[src/rtl/twos_addsub_pkg.sv]
package twos_addsub_pkg;

    // One flag per overflow method
    typedef struct packed {
        logic by_sign;   // addend signs versus sum sign
        logic by_carry;  // carry into top bit versus carry out of it
        logic by_dbl;    // double sign bit disagreement
    } ovf_votes_t;

    // Registered flag bundle
    typedef struct packed {
        logic valid;
        logic carry;
        logic ovf;
        logic sign;
        logic err;
    } flag_reg_t;

    localparam flag_reg_t FLAGS_CLEAR = '{valid: 1'b0, carry: 1'b0, ovf: 1'b0,
                                          sign: 1'b0, err: 1'b0};

    function automatic logic votes_agree(input ovf_votes_t v);
        return (v.by_sign == v.by_carry) && (v.by_carry == v.by_dbl);
    endfunction

    function automatic logic votes_major(input ovf_votes_t v);
        return (v.by_sign & v.by_carry) | (v.by_sign & v.by_dbl) |
               (v.by_carry & v.by_dbl);
    endfunction

endpackage

[src/rtl/as_operand_sel.sv]
module as_operand_sel #(
    parameter int W = 16
) (
    input  logic [W-1:0] y_in,
    input  logic         invert,
    output logic [W-1:0] y_eff
);
    logic [W-1:0] y_not;

    // One inverter and one 2:1 selector per bit
    for (genvar i = 0; i < W; i++) begin : g_bit
        assign y_not[i] = ~y_in[i];
        assign y_eff[i] = invert ? y_not[i] : y_in[i];
    end
endmodule

[src/rtl/as_ripple_core.sv]
module as_ripple_core #(
    parameter int W = 16
) (
    input  logic [W-1:0] x,
    input  logic [W-1:0] y,
    input  logic         cin,
    output logic [W-1:0] sum,
    output logic         c_top_in,
    output logic         c_top_out
);
    logic [W:0] c;

    assign c[0] = cin;

    for (genvar i = 0; i < W; i++) begin : g_fa
        assign sum[i]  = x[i] ^ y[i] ^ c[i];
        assign c[i+1]  = (x[i] & y[i]) | (c[i] & (x[i] ^ y[i]));
    end

    assign c_top_in  = c[W-1];
    assign c_top_out = c[W];
endmodule

[src/rtl/as_ovf_judge.sv]
module as_ovf_judge
    import twos_addsub_pkg::*;
#(
    parameter int W = 16
) (
    input  logic [W-1:0] x,
    input  logic [W-1:0] y,
    input  logic         cin,
    input  logic [W-1:0] sum,
    input  logic         c_top_in,
    input  logic         c_top_out,
    output ovf_votes_t   votes,
    output logic         exact_neg
);
    localparam int XW = W + 1;

    logic [XW-1:0] x_dbl, y_dbl, s_dbl;

    // Method: like-signed addends producing an opposite-signed sum
    assign votes.by_sign  = (x[W-1] == y[W-1]) && (sum[W-1] != x[W-1]);

    // Method: top two carries differ
    assign votes.by_carry = c_top_in ^ c_top_out;

    // Method: two sign bits, independent adder
    assign x_dbl = {x[W-1], x};
    assign y_dbl = {y[W-1], y};
    assign s_dbl = x_dbl + y_dbl + XW'(cin);
    assign votes.by_dbl   = s_dbl[XW-1] ^ s_dbl[XW-2];
    assign exact_neg      = s_dbl[XW-1];
endmodule

[src/rtl/twos_addsub.sv]
module twos_addsub
    import twos_addsub_pkg::*;
#(
    parameter int W = 16
) (
    input  logic         clk,
    input  logic         rst,
    input  logic         in_valid,
    input  logic [W-1:0] a,
    input  logic [W-1:0] b,
    input  logic         sub,
    output logic         out_valid,
    output logic [W-1:0] result,
    output logic         carry_out,
    output logic         overflow,
    output logic         true_sign,
    output logic         ovf_mismatch
);
    logic [W-1:0] y_eff, sum_c;
    logic         c_in_top, c_out_top, neg_c;
    ovf_votes_t   votes_c;
    flag_reg_t    flags_q;
    logic [W-1:0] result_q;

    as_operand_sel #(.W(W)) u_sel (
        .y_in   (b),
        .invert (sub),
        .y_eff  (y_eff)
    );

    as_ripple_core #(.W(W)) u_core (
        .x         (a),
        .y         (y_eff),
        .cin       (sub),
        .sum       (sum_c),
        .c_top_in  (c_in_top),
        .c_top_out (c_out_top)
    );

    as_ovf_judge #(.W(W)) u_judge (
        .x         (a),
        .y         (y_eff),
        .cin       (sub),
        .sum       (sum_c),
        .c_top_in  (c_in_top),
        .c_top_out (c_out_top),
        .votes     (votes_c),
        .exact_neg (neg_c)
    );

    always_ff @(posedge clk) begin
        if (rst) begin
            flags_q  <= FLAGS_CLEAR;
            result_q <= '0;
        end else begin
            flags_q.valid <= in_valid;
            if (in_valid) begin
                result_q      <= sum_c;
                flags_q.carry <= c_out_top;
                flags_q.ovf   <= votes_major(votes_c);
                flags_q.sign  <= neg_c;
                flags_q.err   <= ~votes_agree(votes_c);
            end
        end
    end

    assign out_valid    = flags_q.valid;
    assign result       = result_q;
    assign carry_out    = flags_q.carry;
    assign overflow     = flags_q.ovf;
    assign true_sign    = flags_q.sign;
    assign ovf_mismatch = flags_q.err;

    // valid follows the accepted input by one cycle
    a_r2_valid_rise: assert property (@(posedge clk) disable iff (rst)
        in_valid |=> out_valid);
    a_r2_valid_fall: assert property (@(posedge clk) disable iff (rst)
        !in_valid |=> !out_valid);

    // addends of opposite effective sign never overflow
    a_r6_no_overflow: assert property (@(posedge clk) disable iff (rst)
        (in_valid && (a[W-1] != (b[W-1] ^ sub))) |=> !overflow);

    // without overflow the true sign is the result's top bit
    a_r7_sign_match: assert property (@(posedge clk) disable iff (rst)
        (out_valid && !overflow) |-> (true_sign == result[W-1]));

    // the three methods never disagree
    a_r8_no_mismatch: assert property (@(posedge clk) disable iff (rst)
        !ovf_mismatch);

    // idle cycles keep the registered result
    a_r9_hold: assert property (@(posedge clk) disable iff (rst)
        !in_valid |=> ($stable(result) && $stable(overflow) && $stable(carry_out)));
endmodule

[config.mk]
export PLATFORM = sky130hd
export DESIGN_NAME = twos_addsub
export DESIGN_NICKNAME = d
export VERILOG_FILES = /design/src/rtl/twos_addsub_pkg.sv /design/src/rtl/as_operand_sel.sv /design/src/rtl/as_ripple_core.sv /design/src/rtl/as_ovf_judge.sv /design/src/rtl/twos_addsub.sv
export SDC_FILE = /design/constraint.sdc
export NUM_CORES = 1
export LEC_CHECK = 0
export BUFFER_PORTS_ARGS = -buffer_cell sky130_fd_sc_hd__buf_4
export CAP_MARGIN = 30
export CORE_MARGIN = 1
export CORE_UTILIZATION = 50
export DETAILED_ROUTE_END_ITERATION = 8
export PLACE_DENSITY = 0.79
export SYNTH_ARGS = -nofsm -noshare
export SYNTH_HDL_FRONTEND = slang
export SYNTH_HIERARCHICAL = 1
export SYNTH_SLANG_ARGS = --single-unit
[constraint.sdc]
create_clock -name clk -period 13.22 [get_ports clk]
set_input_delay 1.322 -clock clk [delete_from_list [all_inputs] [get_ports clk]]
set_output_delay 1.322 -clock clk [all_outputs]
set_load 0.02 [all_outputs]
==> flow_metrics.tcl <==
set metrics [dict create \
    post_synth_inst_count 160 \
    synth.largest_area_cell "dfxtp_1" \
    yosys_warnings 6 \
    cp-start-kind "primary input" \
    synthTopCellsByArea "dfxtp_1, fa_1, ha_1" \
    average_size_of_a_mapped_cell_um2 10.8 \
    cp-end-kind "flip-flop" \
    tightest_slew_ns 0.341 \
    clock-root-buffer "clkbuf_4" \
    floorplan_die_height_um 60.7 \
    r2r-end "ovf_mismatch" \
    clkSlewWorstSetupHoldPaths_ns 0.11 \
    timing.critical_path.mode_cell "fa_1" \
    outcome "complete, no violations" \
    input_output_buffers 56 \
    drive_above_1_share_pct 31.0 \
    critPathSlowestCell "fa_1" \
    critical_path.max_stage_delay_ns 0.52 \
    ys_seq_area_share_pct 24.4 \
    cts_hold_repair.buffers 0 \
    tritoncts_clock_tree "built" \
    grt_antenna_before_repair 0 \
    power.density_mw_per_mm2 99.6 \
    post_cts.repair.setup_buffers 0 \
    power.ir.vdd_worst_mv 0.0420 \
    top_level_ports 57 \
    die_w_um 60.7 \
    drt_pre_antenna_iters 4 \
    crit-reg2reg-launch "ovf_mismatch" \
    numClockSinks 21 \
    vias 1310 \
    timing.final.crit_share_pct 65.3 \
    initial_utilization_pct 54.7 \
    post_route_setup_tns_ns 0 \
    hold_viol 0 \
    drc_errors 0 \
    r2r.worst_path.cells 2 \
    first_iter_violations 40 \
    filler_cell_count 275 \
    fp.coreArea_mm2 0.00315 \
    worstSkewPairLatency_ns 0.29 \
    fmaxAchievable_ghz 0.116 \
    whs_endpoint "overflow" \
    first_pass_grt_wire_length_mm 5.73 \
    yosys_register_bits 21 \
    placement_rows 20 \
    count_of_final_setup_violators 0 \
    maxSlewViolCount 0 \
    timing.critical_path.fanout_max 18 \
    design.final.nets 284 \
    ctsLongestPathBuffers 2 \
    ys_dominant_reg_cell "dfxtp_1" \
    asyncSetResetFlopFracSynth_pct 0 \
    utilization_pct 67.7 \
    timing.critical_path.arrival_ns 8.85 \
    synth_enable_flop_cells 0 \
    slew-limit-headroom_pct 77.2 \
    pin_count_of_the_biggest_net_entering_global_routing 24 \
    cts_made_buffers 3 \
    n_antenna_cell 0 \
    grt_residual_overflow 0 \
    detail_route.vias_per_cell 5.10 \
    post-route-min-period_ns 8.64 \
    cp_data_required_time_ns 13.44 \
    final-seq-area_um2 420 \
    cts_repair_resize_count 0 \
    antenna_left 0 \
    hold_path_startpoint "overflow" \
    worst-r2r-setup-slack_ns 12.54 \
    groute.usage.overall_pct 21.1 \
    worst_hold_path.num_cells 2 \
    total_leakage_power_nw 1.07 \
    gp_routability_congestion 0.915 \
    ctsHtreeMaxLevel 1 \
    multi_input_comb_area_mm2 0.00117 \
    drt-wirelength-per-cell_um 13.8 \
    timing.clock.skew_ns 0 \
    postRouteWirelength_mm 3.56 \
    max-cap-violations 0 \
    critical_path_class "in -> reg" \
    min_path_type "reg -> reg" \
    hpwlAfterDp_mm 3.11 \
    mappedNetlistNets 230 \
    die_area_mm2 0.00369 \
    area_growth_from_synthesis_to_layout_pct 23.9 \
    rsz_0062_raised_after_global_routing "no" \
    grt_pass1_vias 1364 \
    synth_cell_types 30 \
    worstSetupStartpoint "sub" \
    synthDominantCellAreaShare_pct 24.4 \
    syn_area_mm2 0.00172 \
]
-- stage by stage --
step / hold WS (ns) / total power [mW] / setup slack, ns / std cells / cell area [µm²]
6_report: 0.501 / 0.213 / 4.58 / 257 / 2140
5_1_grt: 0.534 / 0.229 / 4.36 / 257 / 2140
4_1_cts: 0.502 / 0.215 / 4.62 / 257 / 2140
3_5_place_dp: 0.486 / 0.184 / 4.30 / 253 / 2110
3_3_place_gp: 0.475 / 0.178 / 4.53 / 253 / 2110
2_1_floorplan: 0.556 / 0.146 / 4.75 / 160 / 1720
-- cell usage after synthesis, types with 2 or more instances --
master     n
buf_12     3
ha_1      18
a21oi_2    2
dfxtp_1   21
nand2b_1   2
fa_1      16
a211oi_1   3
nand3_1    2
mux2i_1   18
clkbuf_1   2
buf_6      2
a21oi_1    2
xor2_1    17
nand2_1    3
nor2_1    24
inv_1     11
-- worst max-delay path: cells and delay by family --
family / cells / cell delay [ns]
compound gates: 1 / 0.22
fa+ha+maj: 17 / 6.33
xor+xnor: 2 / 0.30
simple gates: 2 / 0.12
buf+inv: 5 / 0.53
-- final cells by class --
cell class	count	share of cell area, %
flip-flops and latches	21	19.7
clock buffers	4	1.23
well taps	44	2.58
multi-input cells	121	54.9
inverters	11	1.93
repair buffers	56	19.7
-- cells in the final DEF (no fill, tap or decap), drive strengths merged --
cell / n
fa: 16
nand2: 3
xor2: 17
o211ai: 1
nor2: 24
nand3: 2
and3: 1
dfxtp: 21
o21ai: 2
a21oi: 4
nand2b: 2
a211oi: 4
a221oi: 1
mux2: 1
ha: 18
mux2i: 18
nor2b: 1
nor3: 1
o22ai: 1
inv: 11
clkbuf: 4
buf: 56
o31ai: 1
xnor2: 1
a21o: 1
a31oi: 1
-- routing by layer --
| layer | share of wire [%] | global-route usage, % | vias to the layer above | wire length, µm |
|---|---|---|---|---|
| li1 | - | - | 644 | - |
| met1 | 43 | 24.2 | 634 | 1520 |
| met2 | 54 | 40.3 | 30 | 1910 |
| met3 | 2.7 | 1.71 | 2 | 97 |
| met4 | 0.76 | 8.44 | 0 | 27 |
| met5 | 0 | 0 | - | 0 |
-- power breakdown --
part | internal (mW) | switching [mW]
Clock | 0.0117 | 0.0184
Combinational | 0.0493 | 0.0562
Sequential | 0.0720 | 0.00487
-- cells by family (layout without fill, tap and decap cells) --
logic type / after synthesis / after routing / synth area share [%]
buffers and inverters: 18 / 71 / 7.62
adder cells (fa/ha/maj): 34 / 34 / 31.6
AO/OA/AOI/OAI: 16 / 16 / 7.40
XOR/XNOR: 18 / 18 / 9.14
AND/OR/NAND/NOR: 34 / 34 / 8.49
multiplexers: 19 / 19 / 11.3
flip-flops: 21 / 21 / 24.4
-- registers in the layout, summed over array words and instances, names as in the netlist --
| register | cells |
|---|---|
| carry_out | 1 |
| true_sign | 1 |
| result | 16 |
| out_valid | 1 |
| overflow | 1 |
| ovf_mismatch | 1 |
-- worst max path at each step --
stage / endpoint / cells after the start
floorplan: ovf_mismatch / 28
global placement: ovf_mismatch / 27
detailed placement: ovf_mismatch / 27
CTS: ovf_mismatch / 27
global route: ovf_mismatch / 27
finish: ovf_mismatch / 27
No activity file was read; power rests on OpenSTA's default activity.
